===== config.mk =====
export PLATFORM = sky130hd
export DESIGN_NAME = sir_uart
export DESIGN_NICKNAME = d
export VERILOG_FILES = /design/src/rtl/sir_uart_pkg.sv /design/src/rtl/sir_tx.sv /design/src/rtl/sir_pwchk.sv /design/src/rtl/sir_rx.sv /design/src/rtl/sir_uart.sv
export SDC_FILE = /design/constraint.sdc
export NUM_CORES = 1
export LEC_CHECK = 0
export BUFFER_PORTS_ARGS = -buffer_cell sky130_fd_sc_hd__buf_2
export CELL_PAD_IN_SITES_DETAIL_PLACEMENT = 1
export CELL_PAD_IN_SITES_GLOBAL_PLACEMENT = 1
export CORE_MARGIN = 2
export CORE_UTILIZATION = 40
export CTS_CLUSTER_DIAMETER = 50
export DETAILED_ROUTE_END_ITERATION = 8
export HOLD_SLACK_MARGIN = 0.08
export PLACE_DENSITY = 0.72
export SLEW_MARGIN = 40
export SYNTH_ARGS = -nofsm -noshare
export SYNTH_HDL_FRONTEND = slang
export SYNTH_SLANG_ARGS = --single-unit

===== constraint.sdc =====
create_clock -name clk -period 1.8 [get_ports clk]
set_clock_uncertainty 0.05 [all_clocks]
set_input_delay 0.36 -clock clk [delete_from_list [all_inputs] [get_ports clk]]
set_output_delay 0.36 -clock clk [all_outputs]
set_load 0.01 [all_outputs]

===== src/rtl/sir_uart_pkg.sv =====
package sir_uart_pkg;

  localparam logic [2:0] ADR_CTRL   = 3'd0;
  localparam logic [2:0] ADR_STAT   = 3'd1;
  localparam logic [2:0] ADR_MASK   = 3'd2;
  localparam logic [2:0] ADR_TXD    = 3'd3;
  localparam logic [2:0] ADR_RXD    = 3'd4;
  localparam logic [2:0] ADR_IRCTL  = 3'd5;
  localparam logic [2:0] ADR_IRSTAT = 3'd6;

  // status / mask bit positions (mask shares the status layout)
  localparam int ST_TBE  = 0;
  localparam int ST_TSBE = 1;
  localparam int ST_RBF  = 2;
  localparam int ST_PAR  = 3;
  localparam int ST_FRM  = 4;
  localparam int ST_OVR  = 5;
  localparam int ST_SUM  = 6;

  // pulse length in ticks for the selected width option
  function automatic int pulse_ticks(input logic narrow, input int wide_t, input int short_t);
    return narrow ? short_t : wide_t;
  endfunction

  // acceptance window for a received pulse
  function automatic logic pulse_ok(input int width, input int lo, input int hi);
    return (width >= lo) && (width <= hi);
  endfunction

endpackage


===== src/rtl/sir_tx.sv =====
module sir_tx #(
  parameter int OVS          = 16,
  parameter int DATA_W       = 8,
  parameter int NORMAL_TICKS = 3,
  parameter int NARROW_TICKS = 1
) (
  input  logic              clk,
  input  logic              rst_n,
  input  logic              tick,
  input  logic              en,
  input  logic              narrow,
  input  logic              wr,
  input  logic [DATA_W-1:0] wdata,
  input  logic              clr,
  output logic              tbe,
  output logic              tsbe,
  output logic              ir_tx
);
  import sir_uart_pkg::*;

  localparam int FRAME_BITS = DATA_W + 2;
  localparam int CW = $clog2(OVS);
  localparam int BW = $clog2(FRAME_BITS);

  logic [DATA_W-1:0]     hold_q;
  logic                  hold_full_q;
  logic [FRAME_BITS-1:0] frame_q;
  logic [BW-1:0]         bit_q;
  logic [CW-1:0]         cnt_q;
  logic                  busy_q;
  logic                  cell_end;
  logic                  frame_end;
  logic                  start_evt;
  logic [CW-1:0]         width;

  assign cell_end  = busy_q && tick && (cnt_q == CW'(OVS - 1));
  assign frame_end = cell_end && (bit_q == BW'(FRAME_BITS - 1));
  assign start_evt = tick && en && hold_full_q && (!busy_q || frame_end);
  assign width     = CW'(pulse_ticks(narrow, NORMAL_TICKS, NARROW_TICKS));

  always_ff @(posedge clk or negedge rst_n) begin
    if (!rst_n) begin
      busy_q  <= 1'b0;
      cnt_q   <= '0;
      bit_q   <= '0;
      frame_q <= '1;
    end else if (start_evt) begin
      busy_q  <= 1'b1;
      cnt_q   <= '0;
      bit_q   <= '0;
      frame_q <= {1'b1, hold_q, 1'b0};
    end else if (frame_end) begin
      busy_q <= 1'b0;
      cnt_q  <= '0;
      bit_q  <= '0;
    end else if (cell_end) begin
      cnt_q <= '0;
      bit_q <= bit_q + 1'b1;
    end else if (busy_q && tick) begin
      cnt_q <= cnt_q + 1'b1;
    end
  end

  always_ff @(posedge clk or negedge rst_n) begin
    if (!rst_n) begin
      hold_full_q <= 1'b0;
      hold_q      <= '0;
    end else if (wr) begin
      hold_full_q <= 1'b1;
      hold_q      <= wdata;
    end else if (clr || start_evt) begin
      hold_full_q <= 1'b0;
    end
  end

  assign tbe   = !hold_full_q;
  assign tsbe  = !busy_q;
  assign ir_tx = busy_q && !frame_q[bit_q] && (cnt_q < width);

  // checker: ticks spent lit in one pulse
  logic [CW:0] lit_ticks_q;
  always_ff @(posedge clk or negedge rst_n) begin
    if (!rst_n)               lit_ticks_q <= '0;
    else if (!ir_tx)          lit_ticks_q <= '0;
    else if (tick)            lit_ticks_q <= lit_ticks_q + 1'b1;
  end

  AST_TX_PULSE_LEN: assert property (@(posedge clk) disable iff (!rst_n)
    int'(lit_ticks_q) <= NORMAL_TICKS);
  AST_TX_NEEDS_EN: assert property (@(posedge clk) disable iff (!rst_n)
    $fell(tsbe) |-> $past(en));
  AST_TX_DARK_WHEN_EMPTY: assert property (@(posedge clk) disable iff (!rst_n)
    tsbe |-> !ir_tx);

endmodule


===== src/rtl/sir_pwchk.sv =====
module sir_pwchk #(
  parameter int SYNC   = 2,
  parameter int PW_MIN = 1,
  parameter int PW_MAX = 8
) (
  input  logic clk,
  input  logic rst_n,
  input  logic tick,
  input  logic en,
  input  logic rx_in,
  output logic rise,
  output logic pw_err_evt
);
  import sir_uart_pkg::*;

  localparam int WW = $clog2(PW_MAX + 2);

  logic [SYNC-1:0] sync_q;
  logic            lvl_d_q;
  logic            lvl;
  logic            fall;
  logic [WW-1:0]   wid_q;

  always_ff @(posedge clk or negedge rst_n) begin
    if (!rst_n) begin
      sync_q  <= '0;
      lvl_d_q <= 1'b0;
    end else begin
      sync_q  <= {sync_q[SYNC-2:0], rx_in};
      lvl_d_q <= lvl;
    end
  end

  assign lvl  = sync_q[SYNC-1];
  assign rise = lvl && !lvl_d_q;
  assign fall = !lvl && lvl_d_q;

  always_ff @(posedge clk or negedge rst_n) begin
    if (!rst_n)
      wid_q <= '0;
    else if (rise)
      wid_q <= tick ? WW'(1) : '0;
    else if (lvl && tick && (int'(wid_q) <= PW_MAX))
      wid_q <= wid_q + 1'b1;
  end

  assign pw_err_evt = en && fall && !pulse_ok(int'(wid_q), PW_MIN, PW_MAX);

  AST_PW_SAT: assert property (@(posedge clk) disable iff (!rst_n)
    int'(wid_q) <= PW_MAX + 1);

endmodule


===== src/rtl/sir_rx.sv =====
module sir_rx #(
  parameter int OVS    = 16,
  parameter int DATA_W = 8
) (
  input  logic              clk,
  input  logic              rst_n,
  input  logic              tick,
  input  logic              en,
  input  logic              rise,
  output logic              done,
  output logic [DATA_W-1:0] data,
  output logic              ferr
);
  localparam int FRAME_BITS = DATA_W + 2;
  localparam int CW = $clog2(OVS);
  localparam int BW = $clog2(FRAME_BITS);
  localparam int HALF = OVS / 2;

  logic              active_q;
  logic [CW-1:0]     cnt_q;
  logic [BW-1:0]     bit_q;
  logic              seen_q;
  logic              seen_now;
  logic              cell_end;
  logic [DATA_W-1:0] shreg_q;

  assign seen_now = seen_q || rise;
  assign cell_end = active_q && tick && (cnt_q == CW'(OVS - 1));
  assign done     = cell_end && (bit_q == BW'(FRAME_BITS - 1));
  assign data     = shreg_q;
  assign ferr     = seen_now;

  always_ff @(posedge clk or negedge rst_n) begin
    if (!rst_n) begin
      active_q <= 1'b0;
      cnt_q    <= '0;
      bit_q    <= '0;
      seen_q   <= 1'b0;
      shreg_q  <= '0;
    end else if (!en) begin
      active_q <= 1'b0;
    end else if (!active_q) begin
      if (rise) begin
        // cells are centred on the expected pulse edges
        active_q <= 1'b1;
        cnt_q    <= CW'(HALF);
        bit_q    <= '0;
        seen_q   <= 1'b0;
      end
    end else if (cell_end) begin
      cnt_q  <= '0;
      seen_q <= 1'b0;
      if (done) begin
        active_q <= 1'b0;
      end else begin
        if (bit_q != '0) shreg_q <= {!seen_now, shreg_q[DATA_W-1:1]};
        bit_q <= bit_q + 1'b1;
      end
    end else begin
      seen_q <= seen_now;
      if (tick) cnt_q <= cnt_q + 1'b1;
    end
  end

  AST_RX_DONE_ACTIVE: assert property (@(posedge clk) disable iff (!rst_n)
    done |=> !active_q);

endmodule


===== src/rtl/sir_uart.sv =====
module sir_uart #(
  parameter int OVS          = 16,
  parameter int DATA_W       = 8,
  parameter int NORMAL_TICKS = 3,
  parameter int NARROW_TICKS = 1,
  parameter int PW_MIN       = 1,
  parameter int PW_MAX       = 8,
  parameter int SYNC         = 2
) (
  input  logic              clk,
  input  logic              rst_n,
  input  logic              tick16,
  input  logic              reg_wr,
  input  logic              reg_rd,
  input  logic [2:0]        reg_addr,
  input  logic [DATA_W-1:0] reg_wdata,
  output logic [DATA_W-1:0] reg_rdata,
  input  logic              ir_rx,
  output logic              ir_tx,
  output logic              irq
);
  import sir_uart_pkg::*;

  localparam logic [6:0] MASK_KEEP = 7'b100_0111;

  logic              tx_en_q, rx_en_q, narrow_q, irerr_q;
  logic [6:0]        mask_q;
  logic [DATA_W-1:0] rx_buf_q;
  logic              rbf_q, frm_q, ovr_q;
  logic              tbe, tsbe;
  logic              rise, pw_err_evt;
  logic              rx_done, rx_ferr;
  logic [DATA_W-1:0] rx_data;
  logic [6:0]        stat;
  logic              wr_ctrl, wr_txd, wr_irctl, wr_mask, rd_rxd;

  assign wr_ctrl  = reg_wr && (reg_addr == ADR_CTRL);
  assign wr_txd   = reg_wr && (reg_addr == ADR_TXD);
  assign wr_irctl = reg_wr && (reg_addr == ADR_IRCTL);
  assign wr_mask  = reg_wr && (reg_addr == ADR_MASK);
  assign rd_rxd   = reg_rd && (reg_addr == ADR_RXD);

  sir_tx #(.OVS(OVS), .DATA_W(DATA_W), .NORMAL_TICKS(NORMAL_TICKS),
           .NARROW_TICKS(NARROW_TICKS)) tx_i (
    .clk(clk), .rst_n(rst_n), .tick(tick16), .en(tx_en_q), .narrow(narrow_q),
    .wr(wr_txd), .wdata(reg_wdata), .clr(wr_ctrl && reg_wdata[2]),
    .tbe(tbe), .tsbe(tsbe), .ir_tx(ir_tx));

  sir_pwchk #(.SYNC(SYNC), .PW_MIN(PW_MIN), .PW_MAX(PW_MAX)) pw_i (
    .clk(clk), .rst_n(rst_n), .tick(tick16), .en(rx_en_q), .rx_in(ir_rx),
    .rise(rise), .pw_err_evt(pw_err_evt));

  sir_rx #(.OVS(OVS), .DATA_W(DATA_W)) rx_i (
    .clk(clk), .rst_n(rst_n), .tick(tick16), .en(rx_en_q), .rise(rise),
    .done(rx_done), .data(rx_data), .ferr(rx_ferr));

  always_ff @(posedge clk or negedge rst_n) begin
    if (!rst_n) begin
      tx_en_q  <= 1'b0;
      rx_en_q  <= 1'b0;
      narrow_q <= 1'b0;
      mask_q   <= '0;
      irerr_q  <= 1'b0;
    end else begin
      if (wr_ctrl) begin
        tx_en_q <= reg_wdata[0];
        rx_en_q <= reg_wdata[1];
      end
      if (wr_mask)  mask_q   <= reg_wdata[6:0] & MASK_KEEP;
      if (wr_irctl) narrow_q <= reg_wdata[1];
      if (pw_err_evt)                    irerr_q <= 1'b1;
      else if (wr_irctl && reg_wdata[0]) irerr_q <= 1'b0;
    end
  end

  always_ff @(posedge clk or negedge rst_n) begin
    if (!rst_n) begin
      rx_buf_q <= '0;
      rbf_q    <= 1'b0;
      frm_q    <= 1'b0;
      ovr_q    <= 1'b0;
    end else if (rx_done && (!rbf_q || rd_rxd)) begin
      rx_buf_q <= rx_data;
      rbf_q    <= 1'b1;
      frm_q    <= rx_ferr;
      ovr_q    <= 1'b0;
    end else begin
      if (rd_rxd) begin
        rbf_q <= 1'b0;
        frm_q <= 1'b0;
        ovr_q <= 1'b0;
      end
      if (rx_done) ovr_q <= 1'b1;
    end
  end

  always_comb begin
    stat          = '0;
    stat[ST_TBE]  = tbe;
    stat[ST_TSBE] = tsbe;
    stat[ST_RBF]  = rbf_q;
    stat[ST_PAR]  = 1'b0;
    stat[ST_FRM]  = frm_q;
    stat[ST_OVR]  = ovr_q;
    stat[ST_SUM]  = frm_q || ovr_q;
  end

  assign irq = |(stat & mask_q);

  always_comb begin
    reg_rdata = '0;
    case (reg_addr)
      ADR_CTRL:   reg_rdata[1:0] = {rx_en_q, tx_en_q};
      ADR_STAT:   reg_rdata[6:0] = stat;
      ADR_MASK:   reg_rdata[6:0] = mask_q;
      ADR_RXD:    reg_rdata      = rx_buf_q;
      ADR_IRCTL:  reg_rdata[1]   = narrow_q;
      ADR_IRSTAT: reg_rdata[0]   = irerr_q;
      default:    reg_rdata      = '0;
    endcase
  end

  AST_RD_CLEARS: assert property (@(posedge clk) disable iff (!rst_n)
    rd_rxd && !rx_done |=> !rbf_q && !ovr_q && !frm_q);
  AST_OVR_KEEPS: assert property (@(posedge clk) disable iff (!rst_n)
    rx_done && rbf_q && !rd_rxd |=> ovr_q && $stable(rx_buf_q));
  AST_RX_LOADS: assert property (@(posedge clk) disable iff (!rst_n)
    rx_done && !rbf_q |=> rbf_q);
  AST_PW_FLAG: assert property (@(posedge clk) disable iff (!rst_n)
    pw_err_evt |=> irerr_q);
  AST_MASK_QUIET: assert property (@(posedge clk) disable iff (!rst_n)
    (mask_q == '0) |-> !irq);

endmodule


### Word level (Yosys, flattened, before mapping)

Cells that the tools add are included.

* word-level logic and storage cells: 146
* bits in writable memories: 0
* ROM bits: 0
* memories kept: 0
* bits in latches: 0
* input port bits: 17
* bits in registers: 71

* eq/ne operators: 13
* multipliers: 0
* mux-type cells: 44
* reduce and logical (&&, ||, !) cells: 55
* bitwise operators: 2
* shifts and indexed selects: 0
* div/mod/pow operators: 0
* add/sub/neg operators: 5
* magnitude comparators: 4

Operators with widths (count)
* $mux 4: 17
* $logic_and 1x1->1: 26
* $mux 1: 22
* $add 4x1->4 const B: 5
* $eq 4x4->1 const B: 4
* $pmux 5 s3: 1
* $reduce_bool 2->1: 6
* $pmux 1 s5: 2
* $eq 3x3->1 const B: 3
* $logic_not 1->1: 8
* $reduce_bool 4->1: 2
* $and 7x7->7: 1
* $reduce_or 7->1: 1
* $eq 3x2->1 const B: 2
* $reduce_bool 3->1: 2
* $logic_or 1x1->1: 5
* $lt 4x5->1 const B: 1
* $reduce_and 5->1: 1
* $bmux 1 s4: 1
* $ge 4x1->1 const B: 1
* $le 4x4->1 const B: 1
* $lt 4x4->1: 1
* $ne 2x2->1 const B: 2
* $reduce_and 4->1: 1
* other kinds (7): 7

### Logic depth before layout (Yosys ltp)

Gate-level depths: netlist of the first run.

* depth in word-level cells: 8
* depth in mapped cells: 6
* mapped depth without buffers: 6

### Cells and area by module

A second synthesis of the first run with hierarchy kept.

* cell total of the unflattened synthesis: 330
* area, all modules: 3774.9 um^2

By module, submodules not included
* sir_tx: area an instance 1390.1 um^2, sequential area each 686.9 um^2, instances 1, cells each 111
* sir_uart: area an instance 1042.2 um^2, sequential area each 475.5 um^2, instances 1, cells each 89
* sir_rx: area an instance 970.9 um^2, sequential area each 450.4 um^2, instances 1, cells each 93
* sir_pwchk: area an instance 371.6 um^2, sequential area each 175.2 um^2, instances 1, cells each 37

### Worst setup path before layout of the first run

No wires, ideal clock.

* kind: flip-flop to output port
* from: register tx_i.bit_q[1]
* to: output port ir_tx
* path slack: -118 ps
* path buffers: 0
* data arrival time: 1508 ps
* data required time: 1390 ps
* stages on the path, launching flop included: 5
* cell sequence: dfrtp_1 > mux4_2 > nor2b_1 > nor4_1 > a311oi_1

* cells in the longest elaborated chain, start to end: 5

RTL lines
* start, declared: line sir_tx.sv:28 `logic [BW-1:0] bit_q;`
* start signal, assigned: line sir_tx.sv:58 `bit_q <= bit_q + 1'b1;`
* $bmux 1 s4: line sir_tx.sv:78 `assign ir_tx = busy_q && !frame_q[bit_q] && (cnt_q < width);`
* $mux 1 (implied by the code): line sir_tx.sv:78
* $logic_not 1->1: line sir_tx.sv:78
* $logic_and 1x1->1 (2 in series): line sir_tx.sv:78
* end, declared: line sir_uart.sv:19 `output logic ir_tx,`

No other way between the ends. The select of a mux whose other input is x is not followed.

### Worst setup path in the final report of the first run

Same ends and word-level chain as after synthesis.

==> results of run 1 <==
[how the worst min path moves through the flow]
stage / start / endpoint / slack [ns] / depth (start not counted)
2_1_floorplan: rst_n / frm_q / 0.01 / 0
3_3_place_gp: rst_n / tx_i.hold_q[5] / 0.16 / 1
3_5_place_dp: rst_n / tx_i.hold_q[5] / 0.17 / 1
4_1_cts: reg_wdata[3] / tx_i.hold_q[3] / 0.16 / 2
5_1_grt: reg_wdata[5] / tx_i.hold_q[5] / 0.16 / 2
6_report: reg_wdata[3] / tx_i.hold_q[3] / 0.17 / 2
[placed cells by master (no fill, tap or decap), types with 3 or more instances in the layout]
cell	count
dfrtp_1	59
buf_4	45
nand2_1	39
mux2_2	35
buf_2	25
nor2_1	15
o21ai_0	13
nand3_1	12
a21oi_1	11
inv_1	10
ha_1	9
clkbuf_8	9
dfstp_2	9
nor2b_1	7
mux2i_1	6
mux2_4	6
o21ai_1	5
nor3_1	4
a22o_1	4
buf_12	4
a22oi_1	3
o21a_1	3
nand2b_1	3
or2_2	3
xor2_1	3
inv_6	3
dfrtp_2	3
[state kept, by name (all words and copies together), names as in the netlist, 2 cells and up]
name / cells
pw_i.wid_q: 4
tx_i.cnt_q: 4
rx_buf_q: 8
mask_q: 4
rx_i.data: 8
rx_i.bit_q: 4
tx_i.bit_q: 4
tx_i.frame_q: 9
rx_i.cnt_q: 4
tx_i.hold_q: 8
pw_i.sync_q: 2
[routing by layer]
| layer | wire length [um] | part of all wire (%) | global-route usage [%] |
|---|---|---|---|
| met2 | 4250 | 51 | 32.6 |
| met1 | 3820 | 45 | 23.1 |
| met4 | 116 | 1.4 | 6.11 |
| met5 | 0 | 0 | 0 |
| met3 | 226 | 2.7 | 4.72 |
[kinds of logic (layout without fill, tap and decap cells)]
logic type,Yosys count,in the layout,synth area share [%]
AO/OA/AOI/OAI,55,55,10.6
XOR/XNOR,5,5,1.24
adder cells (fa/ha/maj),11,11,3.88
buffers and inverters,22,106,2.65
flip-flops,71,71,50.4
multiplexers,49,49,16.1
AND/OR/NAND/NOR,103,103,15.2
[synth_stat cells (2+ instances only)]
master / number
xnor2_1: 2
nor2b_1: 8
inv_1: 12
or2_2: 3
o2111ai_1: 2
and3_1: 2
clkbuf_1: 6
dfstp_2: 9
mux2_2: 41
nor3b_1: 2
a22oi_1: 3
o21a_1: 3
and2_1: 2
nand3_1: 12
nor4_1: 2
xor2_1: 3
nor3_1: 4
nand2_1: 39
ha_1: 11
o21ai_2: 2
buf_2: 2
mux2i_1: 6
dfrtp_1: 62
nand2b_1: 3
o21ai_0: 18
a21oi_1: 11
a21oi_4: 2
nor2_1: 15
o31ai_1: 2
nand4b_1: 2
a22o_1: 4
[what timing repair did]
| action | 4_1_cts | 5_1_grt |
|---|---|---|
| cloned | 1 | 0 |
| pin swaps | 0 | 2 |
| setup endpoints to repair | 13 | 23 |
| resized for setup | 18 | 10 |
| hold endpoints to repair | 36 | 0 |
| hold buffers | 2 | 0 |
| buffers inserted | 4 | 6 |
[power by group through the flow]
stage                     clock (uW)  combinational, uW  sequential, uW
after floorplan                    0                691            2160
after global placement             0               1020            2230
after detailed placement           0               1070            2250
after CTS                       1260               1110            2230
after global routing            1340               1260            2260
final                           1220               1120            2210
[layout make-up]
| class | count | area [um2] | share of cell area [%] |
|---|---|---|---|
| clock buffer | 9 | 124 | 2.78 |
| clock inverter | 7 | 61.3 | 1.38 |
| tap | 108 | 135 | 3.03 |
| inverter | 12 | 45.0 | 1.01 |
| multi-input combinational | 223 | 1720 | 38.5 |
| timing repair buffer | 78 | 586 | 13.1 |
| sequential | 71 | 1790 | 40.2 |
[stage by stage]
step / total power (uW) / hold WS [ns] / TNS (ns) / area [um2]
2_1_floorplan: 2850 / 0.0144 / -0.0289 / 3550
3_3_place_gp: 3250 / 0.162 / -0.0550 / 4120
3_5_place_dp: 3320 / 0.167 / -0.297 / 4120
4_1_cts: 4600 / 0.161 / -0.962 / 4430
5_1_grt: 4860 / 0.162 / -1.24 / 4460
6_report: 4550 / 0.173 / -0.640 / 4460
==> impl_metrics.json, run 1 <==
{
  "hold_path_class": "in2reg",
  "slew_viol_final": 0,
  "clk_pin_slew_ns": 0.10,
  "reg2reg_setup_slack_ns": 0.04,
  "path_cells": "mux4_2 -> nor2b_1 -> nor4_1 -> a311oi_1 -> buf_2",
  "drt_iter0_drc": 74,
  "ys.warnings.count": 0,
  "antenna_found_initial": 0,
  "drive_gt1_share_pct": 41.3,
  "die_h_um": 98.2,
  "maxCapViolations": 0,
  "ys_ff_latch": 71,
  "final_nets": 423,
  "start_kind": "flip-flop",
  "grt_overflow_total": 0,
  "cts_buffers": 9,
  "r2r_start": "rx_i.bit_q[1]",
  "worst_pin_slew_ns": 0.380,
  "clkPwrFrac_pct": 26.8,
  "core_area_um2": 8680,
  "ios": 27,
  "clockRootBuffer": "clkbuf_8",
  "leakagePower_uw": 0.00207,
  "fin_crit_sh_pct": 123,
  "io_buffers": 26,
  "grtUsageTotal_pct": 18.8,
  "syn_area_per_cell_um2": 11.2,
  "power_density_nw_per_um2": 1020,
  "clk_path_buf_depth": 2,
  "intPower_uw": 3080,
  "dpl_worst_slack_ns": -0.112,
  "clock_latency_ns": 0.36,
  "worstSetupEndpoint": "ir_tx",
  "synth_flop_cell": "dfrtp_1",
  "cp_slowest_cell": "mux4_2",
  "num_rows": 34,
  "switching_share_pct": 32.4,
  "routedWlPerCell_um": 16.5,
  "floorplan.initialDensity_pct": 40.9,
  "violations": "negative setup slack",
  "cp.arrival_ns": 1.80,
  "dieArea_um2": 9630,
  "worst_setup_path_end_kind": "output port",
  "h-tree-depth": 3,
  "yosysSeqAreaShare_pct": 50.4,
  "ys_types": 52,
  "cp_slowest_stage_delay_ns": 0.50,
  "crit_fanout": 4,
  "async_reset_ff_share_pct": 100,
  "fill_cells": 963,
  "crit_start": "tx_i.bit_q[1]",
  "seq_power_share_pct": 48.7,
  "power.switching_uw": 1470,
  "final_cells": 508,
  "path_delay_family": "multiplexers",
  "path_buf_inv": 1,
  "netlist_instances": 316,
  "grt_pass1_vias": 2937,
  "insertedDiodeCount": 0,
  "final_hold_viol_count": 0,
  "setup_viol": 2,
  "dr.pass1.iters": 5,
  "period_minus_slack_ns": 2.21,
  "num_vias": 2697,
  "required_ns": 1.39,
  "comb_power_share_pct": 24.5,
  "antenna_left": 0,
  "cts_sinks": 71,
  "synth_top_cell_area_share_pct": 43.8,
  "synthTopCellsByArea": "dfrtp_1 (44%), mux2_2 (13%), dfstp_2 (6.7%)",
  "yosys.area.top_type": "dfrtp_1",
  "syn-num-nets": 344,
  "r2r_end": "rx_buf_q[5]",
  "die_x_um": 98.2,
  "areaGrowthSynthToFinish_pct": 25.7,
  "dp_cells": 481,
  "path_depth": 5,
  "totalWireLength_um": 8410,
  "setup_slack_ns": -0.405,
  "rsz0062_at_grt": "yes",
  "cts_tree": "yes",
  "drc": 0,
  "fmax_mhz": 453,
  "r2r_cells": 7,
  "vdd_drop_max_uv": 380,
  "fin_util_pct": 51.4,
  "run_status": "finished with violations",
  "synth.cell_area_um2": 3550,
  "grt_max_degree": 50,
  "synth_edf_count": 0,
  "viasPerCell": 5.31,
  "place_hpwl_um": 6130,
  "gp_congestion": 0.804,
  "path_class": "reg2out",
  "grt_pass1_wl_um": 14500,
  "max_slew_margin_pct": 74.6
}
No activity file was read; power rests on OpenSTA's default activity.
==> run 2: changes to the inputs <==
PLACE_DENSITY = 0.71   (was 0.72)
SYNTH_HIERARCHICAL = 1   (was unset)
==> run 2 against run 1 <==
Compared with the run above: the run still ends with negative setup slack left; via count grew 6.6%; largest cell class is now multi-input gates; sequential power shrank 7%; largest power group unchanged; register-to-register slack lost 0.07 ns; core utilization grew 0.56 points; flip-flop and latch count is the same; clock power grew 33%; hold slack gained 0.0029 ns.
==> impl_metrics.json, run 2 <==
{
  "run_status": "finished with violations",
  "violations": "negative setup slack",
  "worst_pin_slew_ns": 0.427,
  "yosysMostFrequentCell": "dfrtp_1",
  "async_reset_ff_share_pct": 100,
  "ys_ff_latch": 71,
  "cts_tree": "yes",
  "worstSetupEndpoint": "ir_tx",
  "hold_path_class": "in2reg",
  "insertedDiodeCount": 0,
  "seq_power_share_pct": 40.4,
  "cp_slowest_cell": "mux4_2",
  "clk_path_buf_depth": 2,
  "drt_iter0_drc": 64,
  "r2r_cells": 7,
  "fmax_mhz": 462,
  "rsz0062_at_grt": "yes",
  "ys.warnings.count": 6,
  "max_slew_margin_pct": 71.5,
  "floorplan.initialDensity_pct": 41.0,
  "grt_pass1_vias": 3094,
  "place_hpwl_um": 6710,
  "reg2reg_setup_slack_ns": -0.03,
  "leakagePower_uw": 0.00223,
  "required_ns": 1.39,
  "setup_slack_ns": -0.363,
  "comb_power_share_pct": 27.7,
  "clockRootBuffer": "clkbuf_8",
  "maxCapViolations": 0,
  "final_nets": 435,
  "routedWlPerCell_um": 18.2,
  "h-tree-depth": 3,
  "viasPerCell": 5.50,
  "hold-worst-slack_ns": 0.176,
  "path_class": "reg2out",
  "antenna_found_initial": 0,
  "switching_share_pct": 30.8,
  "cts_buffers": 9,
  "synth_commonest_cells": "dfrtp_1 (62), mux2_2 (26), nand2_1 (19), nor2_1 (19)",
  "slew_viol_final": 0,
  "p_total_uw": 5090,
  "yosys.area.top_type": "dfrtp_1",
  "synth.cell_area_um2": 3770,
  "path_cells": "mux4_2 -> o211ai_1 -> and3_1 -> buf_2",
  "r2r_end": "tx_i/frame_q[2]",
  "vdd_drop_max_uv": 539,
  "dp_cells": 495,
  "antenna_left": 0,
  "grt_overflow_total": 0,
  "top_register": "tx_i/frame_q",
  "grt_pass1_wl_um": 15900,
  "crit_fanout": 4,
  "synth_flop_cell": "dfrtp_1",
  "gp_congestion": 0.797,
  "die_x_um": 101,
  "largest_reg_flops": 9,
  "power_density_nw_per_um2": 1070,
  "core_area_um2": 9200,
  "cp.arrival_ns": 1.75,
  "die_h_um": 101,
  "fill_cells": 991,
  "layout_common_cells": "dfrtp_1 (60), buf_4 (42), buf_2 (25)",
  "ys_types": 67,
  "drc": 0,
  "start_kind": "flip-flop",
  "path_delay_family": "multiplexers",
  "grt_max_degree": 71,
  "worst_setup_path_end_kind": "output port",
  "layout_commonest_cell": "dfrtp_1",
  "path_depth": 4,
  "cp_slowest_stage_delay_ns": 0.51,
  "synth_edf_count": 0,
  "setup_viol": 12,
  "period_minus_slack_ns": 2.16,
  "r2r_start": "tx_i/bit_q[0]",
  "totalWireLength_um": 9520,
  "final_cells": 523,
  "intPower_uw": 3520,
  "dieArea_um2": 10200,
  "drive_gt1_share_pct": 44.2,
  "clock_latency_ns": 0.36,
  "path_buf_inv": 1,
  "synth_top_cell_area_share_pct": 41.1,
  "syn_area_per_cell_um2": 11.4,
  "synthTopCellsByArea": "dfrtp_1 (41%), mux2_2 (7.8%), dfstp_2 (6.3%)",
  "clk_pin_slew_ns": 0.09,
  "clkPwrFrac_pct": 31.9,
  "crit_start": "tx_i/bit_q[0]",
  "power.switching_uw": 1570,
  "final_hold_viol_count": 0,
  "grtUsageTotal_pct": 20.0,
  "num_vias": 2876,
  "fin_crit_sh_pct": 120,
  "cts_sinks": 71,
  "io_buffers": 26,
  "areaGrowthSynthToFinish_pct": 26.5,
  "dr.pass1.iters": 4,
  "yosysSeqAreaShare_pct": 47.4,
  "num_rows": 35,
  "fin_util_pct": 51.9,
  "netlist_instances": 330,
  "ios": 27,
  "syn-num-nets": 358
}
-- run 2: changes by cell type after synthesis, moves of 4 or more --
cell	before	now
inv_1	12	16
mux2i_1	6	10
o211ai_1	1	6
nand2_1	39	19
mux2_2	41	26
nor2_1	15	19
mux2_4	0	14
nand3b_1	0	4
a21oi_1	11	6
nand3_1	12	16
nand4_1	1	7
-- run 2: power groups by stage --
| stage | Sequential (uW) | Clock [uW] | Combinational (uW) |
|---|---|---|---|
| after floorplan | 2040 | 0 | 681 |
| after CTS | 2040 | 1670 | 1300 |
| after global routing | 2090 | 1740 | 1570 |
| after detailed placement | 2070 | 0 | 1210 |
| after global placement | 2060 | 0 | 1140 |
| final | 2060 | 1620 | 1410 |
-- run 2: repair_timing --
item                       in CTS  in global routing
buffers inserted                6                  4
setup endpoints to repair      10                 30
cloned                          1                  0
hold endpoints to repair       63                  0
hold buffers                    2                  0
gates resized for setup        16                 24
pin swaps                       6                  8
-- run 2: cell families (layout without fill, tap and decap cells) --
| family | after synthesis | after routing | share of synthesized area (%) |
|---|---|---|---|
| adders and majority gates | 11 | 11 | 3.65 |
| DFF | 71 | 71 | 47.4 |
| muxes | 52 | 52 | 17.2 |
| and+or+nand+nor | 104 | 105 | 15.8 |
| xor gates and xnor gates | 1 | 1 | 0.232 |
| buffers and inverters | 29 | 110 | 3.98 |
| AOI/OAI and AO/OA | 62 | 62 | 11.8 |
-- run 2: worst min path at each step --
| stage | from | endpoint | slack (ns) | cells after the start |
|---|---|---|---|---|
| after floorplan | rst_n | frm_q | 0.01 | 0 |
| after global placement | rst_n | pw_i/wid_q[1] | 0.12 | 1 |
| after detailed placement | rst_n | pw_i/wid_q[1] | 0.11 | 1 |
| after CTS | reg_wdata[4] | tx_i/hold_q[4] | 0.16 | 2 |
| after global routing | reg_wdata[4] | tx_i/hold_q[4] | 0.16 | 2 |
| final | reg_wdata[4] | tx_i/hold_q[4] | 0.18 | 2 |
-- run 2: layout make-up --
type	instances	area, um2	share of cell area [%]
Clock buffer	9	124	2.59
Clock inverter	7	128	2.67
Inverter	16	60.1	1.26
Multi-Input combinational cell	231	1960	41.0
Sequential cell	71	1790	37.5
Tap cell	111	139	2.91
Timing Repair Buffer	78	576	12.1
-- run 2: metrics by stage --
step           setup slack, ns  cell area [um2]  TNS [ns]
2_1_floorplan          0.00183             3790         0
3_3_place_gp           -0.0112             4300   -0.0112
3_5_place_dp           -0.0352             4300   -0.0636
4_1_cts                 -0.371             4670    -0.768
5_1_grt                 -0.452             4780     -1.67
6_report                -0.363             4780    -0.788
-- run 2: metal layers --
| layer | part of all wire (%) | global-route usage (%) | vias up |
|---|---|---|---|
| li1 | - | - | 1359 |
| met5 | 0 | 0 | - |
| met1 | 43 | 24.5 | 1457 |
| met4 | 2.2 | 8.11 | 0 |
| met2 | 51 | 35.0 | 41 |
| met3 | 2.9 | 3.66 | 19 |
-- run 2: worst reg2reg max path, stage by stage, from the launching register on --
cell and delay, ns:
dfrtp_2 0.45, buf_6 0.13, buf_6 0.11, ha_4 0.14, and3b_2 0.22, a21o_4 0.23, nand2b_4 0.12, mux2_4 0.31
